===== src/rtl/tstamp_pkg.sv =====
package tstamp_pkg;
  localparam int CNT_W_DEF  = 16;
  localparam int SLOT_W_DEF = 5;
  localparam int PRE_W      = 2;

  // strobes from control to datapath, valid for one cycle
  typedef struct packed {
    logic countEn;  // prescaled count event
    logic clear;    // zero the counter (wins over countEn)
    logic capture;  // latch count and slot info
  } stampCtl_t;
endpackage


===== src/rtl/tstamp_ctrl.sv =====
module tstamp_ctrl
  import tstamp_pkg::*;
(
  input  logic             clk,
  input  logic             rstN,
  input  logic             bitTick,
  input  logic [PRE_W-1:0] preSel,
  input  logic [1:0]       modRst,
  input  logic             swClear,
  input  logic             loopMode,
  input  logic             txDone,
  input  logic             rxDone,
  input  logic             slotAvail,
  output stampCtl_t        ctl
);
  logic             running;
  logic             hardClear;
  logic             anyClear;
  logic [PRE_W-1:0] divCnt;
  logic             divHit;

  assign running   = (modRst == 2'b00);
  assign hardClear = (modRst == 2'b11);
  assign anyClear  = hardClear | swClear;
  assign divHit    = running & bitTick & (divCnt >= preSel);

  always_ff @(posedge clk or negedge rstN) begin
    if (!rstN) begin
      divCnt <= '0;
    end else if (anyClear) begin
      divCnt <= '0;
    end else if (running && bitTick) begin
      if (divHit) divCnt <= '0;
      else        divCnt <= divCnt + 1'b1;
    end
  end

  logic rxTake;
  logic txTake;
  assign rxTake = rxDone & (~loopMode | slotAvail);
  assign txTake = txDone & ~loopMode;

  always_comb begin
    ctl.countEn = divHit;
    ctl.clear   = anyClear;
    // receive rule governs when both completions coincide
    ctl.capture = rxDone ? rxTake : txTake;
  end

  AST_PRESCALE_GAP: assert property (@(posedge clk) disable iff (!rstN)
    (ctl.countEn && !ctl.clear && preSel != '0 && $stable(preSel)) |=> !ctl.countEn);
  AST_LOOP_TX_SILENT: assert property (@(posedge clk) disable iff (!rstN)
    (loopMode && txDone && !rxDone) |-> !ctl.capture);
  AST_LOOP_NEED_SLOT: assert property (@(posedge clk) disable iff (!rstN)
    (loopMode && rxDone && !slotAvail) |-> !ctl.capture);
  AST_STOPPED_NO_EVENT: assert property (@(posedge clk) disable iff (!rstN)
    (modRst == 2'b01 || modRst == 2'b10) |-> !ctl.countEn);
endmodule


===== src/rtl/tstamp_datapath.sv =====
module tstamp_datapath
  import tstamp_pkg::*;
#(
  parameter int CNT_W  = CNT_W_DEF,
  parameter int SLOT_W = SLOT_W_DEF
) (
  input  logic              clk,
  input  logic              rstN,
  input  stampCtl_t         ctl,
  input  logic [SLOT_W-1:0] doneSlot,
  input  logic              remoteFrame,
  output logic [CNT_W-1:0]  count,
  output logic              capValid,
  output logic [SLOT_W-1:0] capSlot,
  output logic              capRemote,
  output logic [CNT_W-1:0]  capValue
);
  always_ff @(posedge clk or negedge rstN) begin
    if (!rstN) begin
      count <= '0;
    end else if (ctl.clear) begin
      count <= '0;
    end else if (ctl.countEn) begin
      count <= count + 1'b1; // natural wrap from all ones
    end
  end

  always_ff @(posedge clk or negedge rstN) begin
    if (!rstN) begin
      capValid  <= 1'b0;
      capSlot   <= '0;
      capRemote <= 1'b0;
      capValue  <= '0;
    end else begin
      capValid <= ctl.capture;
      if (ctl.capture) begin
        capSlot   <= doneSlot;
        capRemote <= remoteFrame;
        capValue  <= count;
      end
    end
  end

  AST_CLEAR_ZERO: assert property (@(posedge clk) disable iff (!rstN)
    ctl.clear |=> (count == '0));
  AST_STEP_ONE: assert property (@(posedge clk) disable iff (!rstN)
    (ctl.countEn && !ctl.clear) |=> (count == $past(count) + 1'b1));
  AST_HOLD_IDLE: assert property (@(posedge clk) disable iff (!rstN)
    (!ctl.countEn && !ctl.clear) |=> $stable(count));
  AST_CAPTURE_VALUE: assert property (@(posedge clk) disable iff (!rstN)
    ctl.capture |=> (capValid && capValue == $past(count) && capSlot == $past(doneSlot)));
  AST_NO_STRAY_CAPTURE: assert property (@(posedge clk) disable iff (!rstN)
    !ctl.capture |=> !capValid);
endmodule


===== src/rtl/tstamp_unit.sv =====
module tstamp_unit
  import tstamp_pkg::*;
#(
  parameter int CNT_W  = CNT_W_DEF,
  parameter int SLOT_W = SLOT_W_DEF
) (
  input  logic              clk,
  input  logic              rstN,
  input  logic              bitTick,
  input  logic [1:0]        preSel,
  input  logic [1:0]        modRst,
  input  logic              swClear,
  input  logic              loopMode,
  input  logic              txDone,
  input  logic              rxDone,
  input  logic [SLOT_W-1:0] doneSlot,
  input  logic              remoteFrame,
  input  logic              slotAvail,
  output logic [CNT_W-1:0]  count,
  output logic              capValid,
  output logic [SLOT_W-1:0] capSlot,
  output logic              capRemote,
  output logic [CNT_W-1:0]  capValue
);
  stampCtl_t ctl;

  tstamp_ctrl u_ctrl (
    .clk       (clk),
    .rstN      (rstN),
    .bitTick   (bitTick),
    .preSel    (preSel),
    .modRst    (modRst),
    .swClear   (swClear),
    .loopMode  (loopMode),
    .txDone    (txDone),
    .rxDone    (rxDone),
    .slotAvail (slotAvail),
    .ctl       (ctl)
  );

  tstamp_datapath #(.CNT_W(CNT_W), .SLOT_W(SLOT_W)) u_dp (
    .clk         (clk),
    .rstN        (rstN),
    .ctl         (ctl),
    .doneSlot    (doneSlot),
    .remoteFrame (remoteFrame),
    .count       (count),
    .capValid    (capValid),
    .capSlot     (capSlot),
    .capRemote   (capRemote),
    .capValue    (capValue)
  );

  AST_RESET_IDLE: assert property (@(posedge clk) !rstN |-> (count == '0 && !capValid));
  AST_HARD_CLEAR: assert property (@(posedge clk) disable iff (!rstN)
    (modRst == 2'b11) |=> (count == '0));
  AST_CLEAR_BEATS_TICK: assert property (@(posedge clk) disable iff (!rstN)
    (swClear && bitTick) |=> (count == '0));
endmodule


===== config.mk =====
export PLATFORM = sky130hd
export DESIGN_NAME = tstamp_unit
export DESIGN_NICKNAME = d
export VERILOG_FILES = /design/src/rtl/tstamp_pkg.sv /design/src/rtl/tstamp_ctrl.sv /design/src/rtl/tstamp_datapath.sv /design/src/rtl/tstamp_unit.sv
export SDC_FILE = /design/constraint.sdc
export NUM_CORES = 1
export LEC_CHECK = 0
export CAP_MARGIN = 30
export CORE_MARGIN = 1.5
export CORE_UTILIZATION = 41
export DETAILED_ROUTE_END_ITERATION = 6
export DONT_BUFFER_PORTS = 1
export GPL_TIMING_DRIVEN = 0
export PLACE_DENSITY_LB_ADDON = 0.12
export SYNTH_ARGS = -nofsm -noshare
export SYNTH_HDL_FRONTEND = slang
export SYNTH_SLANG_ARGS = --single-unit

===== constraint.sdc =====
create_clock -name clk -period 4.1 [get_ports clk]
set_input_delay 0.41 -clock clk [delete_from_list [all_inputs] [get_ports clk]]
set_output_delay 0.41 -clock clk [all_outputs]
set_load 0.02 [all_outputs]

# Yosys cells after proc, flatten, opt, wreduce, memory -nomap -nowiden
# Index checks and enable logic that the tools add are counted.
# word_totals
regBits	41
input_bits	18
word_cells	27
# op_classes
addsub	2
magnitude_cmp	1
n_eq_ne	1
muxes	6
bitwise_logic	7
reduce_logical	4
# op_table
cell	count
16-bit 2-to-1 mux	2
16-bit by 1-bit adder with 16-bit output, second input constant	1
2-bit 2-to-1 mux	3
1-bit bitwise AND	4
2-bit nonzero test	2
2-bit by 1-bit adder with 2-bit output, second input constant	1
2-bit == test, second input constant	1
2-bit >= comparator	1
2-bit logical NOT	1
1-bit bitwise OR	2
1-bit logical AND	1
1-bit 2-to-1 mux	1
1-bit inverter	1

# Logic depth before layout (Yosys ltp)
# Gate-level depths: netlist of run 1.
# logic_depth
depth_word	6
ltp_mapped	8

# By module
# From an unflattened synthesis of run 1, not the netlist that was laid out.
# unflattened
hier_cells	154
hier_area_um2	1894.3
# modules_own_cells
module	n_inst	cells_each	area_each_um2	seq_area_each_um2
tstamp_datapath	1	129	1687.9	975.9
tstamp_ctrl	1	25	206.4	50.0

# Worst setup path before layout of run 1
# Ideal clock, no wire load.
# synth_timing
kind	input to register
start	in preSel[0]
end	reg u_dp.count[1]
setup_time_ns	0.078
arrival_time_ns	1.712
t_required_ns	4.022
path_slack_ns	2.311
path_stages	7
path_buffers	2
path_cell_list	ha_1 -> nand2b_1 -> a21oi_1 -> buf_2 -> buf_6 -> o21ai_0 -> a21oi_1
# synth_between
elab_chain_len	3
# synth_rtl
item	line	rtl
start, declared	tstamp_unit.sv:10	input logic [1:0] preSel,
2-bit >= comparator	tstamp_ctrl.sv:25	assign divHit = running & bitTick & (divCnt >= preSel);
1-bit bitwise AND	tstamp_ctrl.sv:25	
2-bit nonzero test (no source line)	n/a	
end signal, assigned	tstamp_datapath.sv:24	count <= count + 1'b1;
end, declared	tstamp_datapath.sv:12	output logic [CNT_W-1:0] count,
# Every way passes these cells.
# A chain may end at the register's enable or synchronous reset.

# Final worst setup path of run 1
# layout_timing
start	reg u_ctrl.divCnt[0]
end	reg u_dp.count[7]
# layout_between
elab_chain_len	3
# layout_rtl
item	line	rtl
start, declared	tstamp_ctrl.sv:19	logic [PRE_W-1:0] divCnt;
start signal, assigned	tstamp_ctrl.sv:34	else divCnt <= divCnt + 1'b1;
2-bit >= comparator	tstamp_ctrl.sv:25	
1-bit bitwise AND	tstamp_ctrl.sv:25	
2-bit nonzero test (no source line)	n/a	
# Every way passes these cells.

==> metrics.txt, run 1 <==
yosys warns 0; Final Setup Violations 0; Area after DPL 2000 µm²; DIE AREA 5130 µm²; 1st-iter DRT viols 38; Comb power frac 7.0%; Hold WS 0.267 ns; largest net degree at the start of global routing 42; Final period util 56.0%; CTS tree built; Slew Viols, Final 0; post-synth top area share 53.1%; PD cells 382 nW/µm²; clk slew on worst S/H paths 0.08 ns; Worst Path Arrival 2.50 ns; syn_nets 187; RSZ-0062 raised after global routing no; layout cells sized above 1 21.6%; Distinct cells, synth 31; CP Launch Type register; # H-tree levels 2; beginning of the worst register-to-register path u_ctrl.divCnt[0]; fill count 416; DRC 6; clock network fraction of design power 40.5%; initial core utilization 43.4%; failing checks design-rule violations; wire length per cell 18.0 µm; Synth Register Bits 41; wirelength, routed 4.11 mm; core area 4440 µm²; Die Y 71.6 µm; PortBufs 0; Critical path origin u_ctrl.divCnt[0]; commonest non-fill, non-tap cells in the layout 41 x dfrtp_1, 22 x mux2_2, 15 x a21oi_1; Post-Syn Instances 166; DRT antenna net count 0; Placer Congestion 0.824; Critical R2R Capture u_dp.count[7]; HP Class in -> reg; sequential power share 52.5%; Max Clock Skew 0.00310 ns; CTS buffer count 5; Core Rows 24; synthesized cell area 1930 µm²; CP Class reg -> reg; max cap viols 0; r2r setup slk 1.80 ns; commonest non-fill, non-tap cell in the layout dfrtp_1; P_int 634 µW; sw frac 22.6%; Tmin final 2.30 ns; design area 2140 µm²; max frequency 435 MHz; area leader, netlist dfrtp_1; Final #Nets 196; worst r2r path cells 8; vias per cell 6.02; post-route insts no fill 228; placed cell count 218; via count 1372; PnR Total Power 819 µW; Slew Limit Headroom 48.7%; worst vdd ir 0.000176 V; worst-path fanout max 10; number of antenna diodes 0; Setup crit end u_dp.count[7]; Post-Syn Area per Cell 11.6 µm²; Layout area overhead 11.0%; root buffer cell clkbuf_8; setup TNS 0 ns; Area contributors post-synth dfrtp_1 53%, mux2_2 13%, a21oi_1 3.9%; net switching power figure 185 µW; Worst Path Required 4.31 ns; Worst setup EP type register; final hold violation count 0; Final HPWL DP 2.90 mm; initial antenna violation count 0; worst slew pin tran 0.769 ns; Post-CTS Setup Inserts 0; CTS Buffer Depth 2; clk sink count 41; sequential fraction of the synthesis area 53.1%; IO Count 57; drt first pass iters 6; gr ovfl total 0; via count of the first global-routing pass 1389; first-pass GRT wire length 6.68 mm; Leak Pwr 0.921 nW; GRT Total Usage 16.5%; Clk Latency, worst-skew pair 0.29 ns; status complete, but fails checks; chip width 71.6 µm
==> layer usage <==
metal | routed length, µm | track usage, %
met2 | 1960 | 27.7
met5 | 0 | 0
met1 | 1850 | 20.9
met4 | 50 | 5.03
met3 | 252 | 4.64
==> cell usage after synthesis, drive strengths merged <==
cell type	number
buf	4
and3	2
a31oi	1
dfrtp	41
nor4	3
nand3	11
o31ai	8
nor4b	1
inv	2
a21o	2
ha	3
a21oi	15
nor3b	1
and4	1
clkbuf	3
nand4	2
or4	9
a211oi	1
nor2	3
or3	3
mux2	22
o21ai	5
nand2b	5
mux2i	4
a41o	1
dlymetal6s2s	1
nand2	12
==> registers in the layout, summed over array words and instances, names as in the netlist <==
register,cells
u_dp.count,16
u_dp.capValid,1
u_dp.capSlot,5
u_dp.capValue,16
u_ctrl.divCnt,2
u_dp.capRemote,1
==> power groups by stage <==
stage / sequential [mW] / combinational [mW] / clock [mW]
6_report: 0.430 / 0.0575 / 0.331
5_1_grt: 0.431 / 0.0635 / 0.356
4_1_cts: 0.430 / 0.0584 / 0.337
3_5_place_dp: 0.438 / 0.0469 / 0
3_3_place_gp: 0.438 / 0.0449 / 0
2_1_floorplan: 0.436 / 0.0370 / 0
==> through the flow <==
stage          util (%)  setup WS [ns]
6_report           48.2           1.80
4_1_cts            48.2           1.82
3_3_place_gp       44.9           1.94
5_1_grt            48.2           1.62
2_1_floorplan         -           2.31
3_5_place_dp       44.9           1.86
==> cells by family after synthesis <==
group / count (synthesis) / synth area share, %
adder cells (fa/ha/maj): 3 / 1.94
buffers and inverters: 10 / 3.31
flip-flops: 41 / 53.1
AO/OA/AOI/OAI: 33 / 10.4
AND/OR/NAND/NOR: 53 / 16.3
multiplexers: 26 / 14.9
==> worst min-delay path by stage <==
stage	startpoint	end	slack, ns	depth (start not counted)
2_1_floorplan	rstN	u_ctrl.divCnt[0]	0.11	0
3_3_place_gp	rstN	u_dp.capValid	0.12	0
3_5_place_dp	rstN	u_dp.capValid	0.12	0
4_1_cts	doneSlot[0]	u_dp.capSlot[0]	0.26	1
5_1_grt	remoteFrame	u_dp.capRemote	0.26	1
6_report	doneSlot[0]	u_dp.capSlot[0]	0.27	1
==> worst max-delay path: stages, from the launching register on <==
cell,delay (ns)
dfrtp_1,0.41
inv_1,0.11
ha_1,0.23
nand2b_1,0.18
a21oi_1,0.52
buf_2,0.34
buf_6,0.18
o31ai_1,0.08
a21oi_1,0.17
==> timing repair <==
action	4_1_cts	5_1_grt
hold buffers	2	0
hold endpoints to repair	41	0
gates resized for setup	0	0
endpoints found under the setup margin	0	0
==> layout make-up <==
cell class                 count  area (µm²)  area share [%]
clock inverter                 1        30.0            1.40
tap                           52        65.1            3.04
clock buffer                   7        86.3            4.03
timing repair buffer           2        30.0            1.40
multi-input combinational    115         841            39.3
sequential                    41        1030            47.9
inverter                       2        7.51           0.350
buffer                         8        56.3            2.63
No activity file was read; power rests on OpenSTA's default activity.
==> run 2: changes to the inputs <==
==> constraint.sdc (replaced) <==
create_clock -name clk -period 1.94 [get_ports clk]
set_input_delay 0.194 -clock clk [delete_from_list [all_inputs] [get_ports clk]]
set_output_delay 0.194 -clock clk [all_outputs]
set_load 0.02 [all_outputs]
==> metrics.txt, run 2 (synthesis results as in run 1) <==
initial antenna violation count 0 (unchanged); hold path cells 1 (unchanged); initial core utilization 43.4% (unchanged); worst slew pin tran 0.773 ns (+0.00364 ns); gr busiest metal met2; DIE AREA 5130 µm² (unchanged); worst-path fanout max 7 (-3); CTS Buffer Depth 2 (unchanged); Worst Path Arrival 2.09 ns (-0.41 ns); CP delay by family, top simple AND/OR/NAND/NOR gates; Final Setup Violations 0 (unchanged); met3 GRT Util 4.64% (unchanged); commonest non-fill, non-tap cell in the layout dfrtp_1; number of antenna diodes 0 (unchanged); met2 Use GR 27.7% (unchanged); core area 4440 µm² (unchanged); beginning of the worst register-to-register path u_dp.count[4]; Critical path origin u_dp.count[4]; DRC 6 (unchanged); hold_sp doneSlot[0]; area of the multi-input gates 855 µm² (+1.6%); wire length per cell 17.9 µm (-0.82%); IO Count 57 (unchanged); HP Class in -> reg; PD cells 800 nW/µm² (+110%); met1 usage 21.0% (+0.091 points); WP buf/inv 0 (-3); Hold WS 0.0489 ns (-0.218 ns); CTS buffer count 5 (unchanged); DRT antenna net count 0 (unchanged); status complete, but fails checks; # H-tree levels 2 (unchanged); Slew Limit Headroom 48.5% (-0.24 points); drt first pass iters 6 (unchanged); Max Clock Skew 0.00254 ns (-0.000565 ns); CP Depth 4 (-4); vias per cell 6.03 (+0.21%); Placer Congestion 0.824 (unchanged); Top Registers u_dp.capValue (16), u_dp.count (16), u_dp.capSlot (5); storage element area 1030 µm² (+0.49%); Clk Latency, worst-skew pair 0.29 ns (about the same); max frequency 534 MHz (+23%); Core Rows 24 (unchanged); worst vdd ir 0.000371 V (+110%); gr ovfl total 0 (unchanged); via count of the first global-routing pass 1387 (-0.14%); Slew Viols, Final 0 (unchanged); critical-path cell with the highest stage delay dfrtp_1; 1st-iter DRT viols 47 (+24%); Leak Pwr 0.929 nW (+0.84%); max incr delay on CP 0.55 ns (+0.03 ns); layout cells sized above 1 25.8% (+4.3 points); failing checks design-rule violations; design area 2180 µm² (+1.9%); RSZ-0062 raised after global routing yes; Final Util 49.1% (+0.90 points); Final period util 96.5% (+40 points); wirelength, routed 4.11 mm (about the same); Worst setup EP type register; Tmin final 1.87 ns (-0.425 ns); final hold violation count 0 (unchanged); CP Class reg -> reg; worst r2r path cells 4 (-4); critical path, cell by cell and3_1 -> nand3_1 -> or4_1 -> a21oi_1; largest net degree at the start of global routing 42 (unchanged); Worst Path Required 2.16 ns (-2.15 ns); Final #Nets 198 (+1.0%); PortBufs 0 (unchanged); Final HPWL DP 2.90 mm (unchanged); GRT Total Usage 16.6% (+0.030 points); first-pass GRT wire length 6.69 mm (+0.10%); Die Y 71.6 µm (unchanged); CTS tree built; Layout area overhead 13.0%; root buffer cell clkbuf_8; Area after DPL 2000 µm² (unchanged); clk slew on worst S/H paths 0.08 ns (about the same); fill count 413 (-0.72%); via count 1387 (+1.1%); chip width 71.6 µm (unchanged); clk sink count 41 (unchanged); max cap viols 0 (unchanged); CP Launch Type register; commonest non-fill, non-tap cells in the layout 37 x dfrtp_1, 22 x mux2_2, 14 x a21oi_1
==> run 2: worst reg2reg max path: stages (launching register included) <==
cell	delay [ns]
dfrtp_1	0.55
and3_1	0.33
nand3_1	0.25
or4_1	0.53
a21oi_1	0.15
==> run 2: cell type report <==
class	instances	share of cell area, %
inverter	2	0.344
clock buffer	7	3.96
sequential	41	47.2
multi-input combinational	115	39.2
tap	52	2.98
buffer	8	2.87
timing repair buffer	4	2.06
clock inverter	1	1.38
==> run 2: power by group <==
group / internal [mW] / switching, mW
clock network: 0.419 / 0.284
logic: 0.0560 / 0.0767
registers: 0.873 / 0.0356
total: 1.35 / 0.396
==> run 2: final timing paths <==
kind	endpoint	slack, ns
max	u_dp.count[8]	0.07
min	u_dp.capSlot[0]	0.05
max reg2reg	u_dp.count[8]	0.07
min reg2reg	u_ctrl.divCnt[0]	0.58
max in group asynchronous	u_dp.count[0]	1.37
min in group asynchronous	u_dp.capValid	0.36
==> run 2: metrics by stage <==
step            TNS, ns  setup WS, ns  total power [mW]  cells
4_1_cts               0        0.0153              1.75    228
3_3_place_gp      -2.56        -0.223              1.02    218
2_1_floorplan         0         0.166              1.00    166
3_5_place_dp      -3.60        -0.297              1.03    218
5_1_grt        -0.00867      -0.00867              1.81    230
6_report              0        0.0674              1.74    230
==> run 2: timing repair <==
action,4_1_cts,5_1_grt
hold buffers,2,0
buffers inserted,0,2
gates resized for setup,4,5
endpoints found under the setup margin,16,15
hold endpoints to repair,41,0
pin swaps,1,1
==> run 2: metal layers <==
metal	up-vias	share of wire (%)
li1	645	-
met1	689	45
met2	46	48
met3	7	5.7
met4	0	1.3
met5	-	0
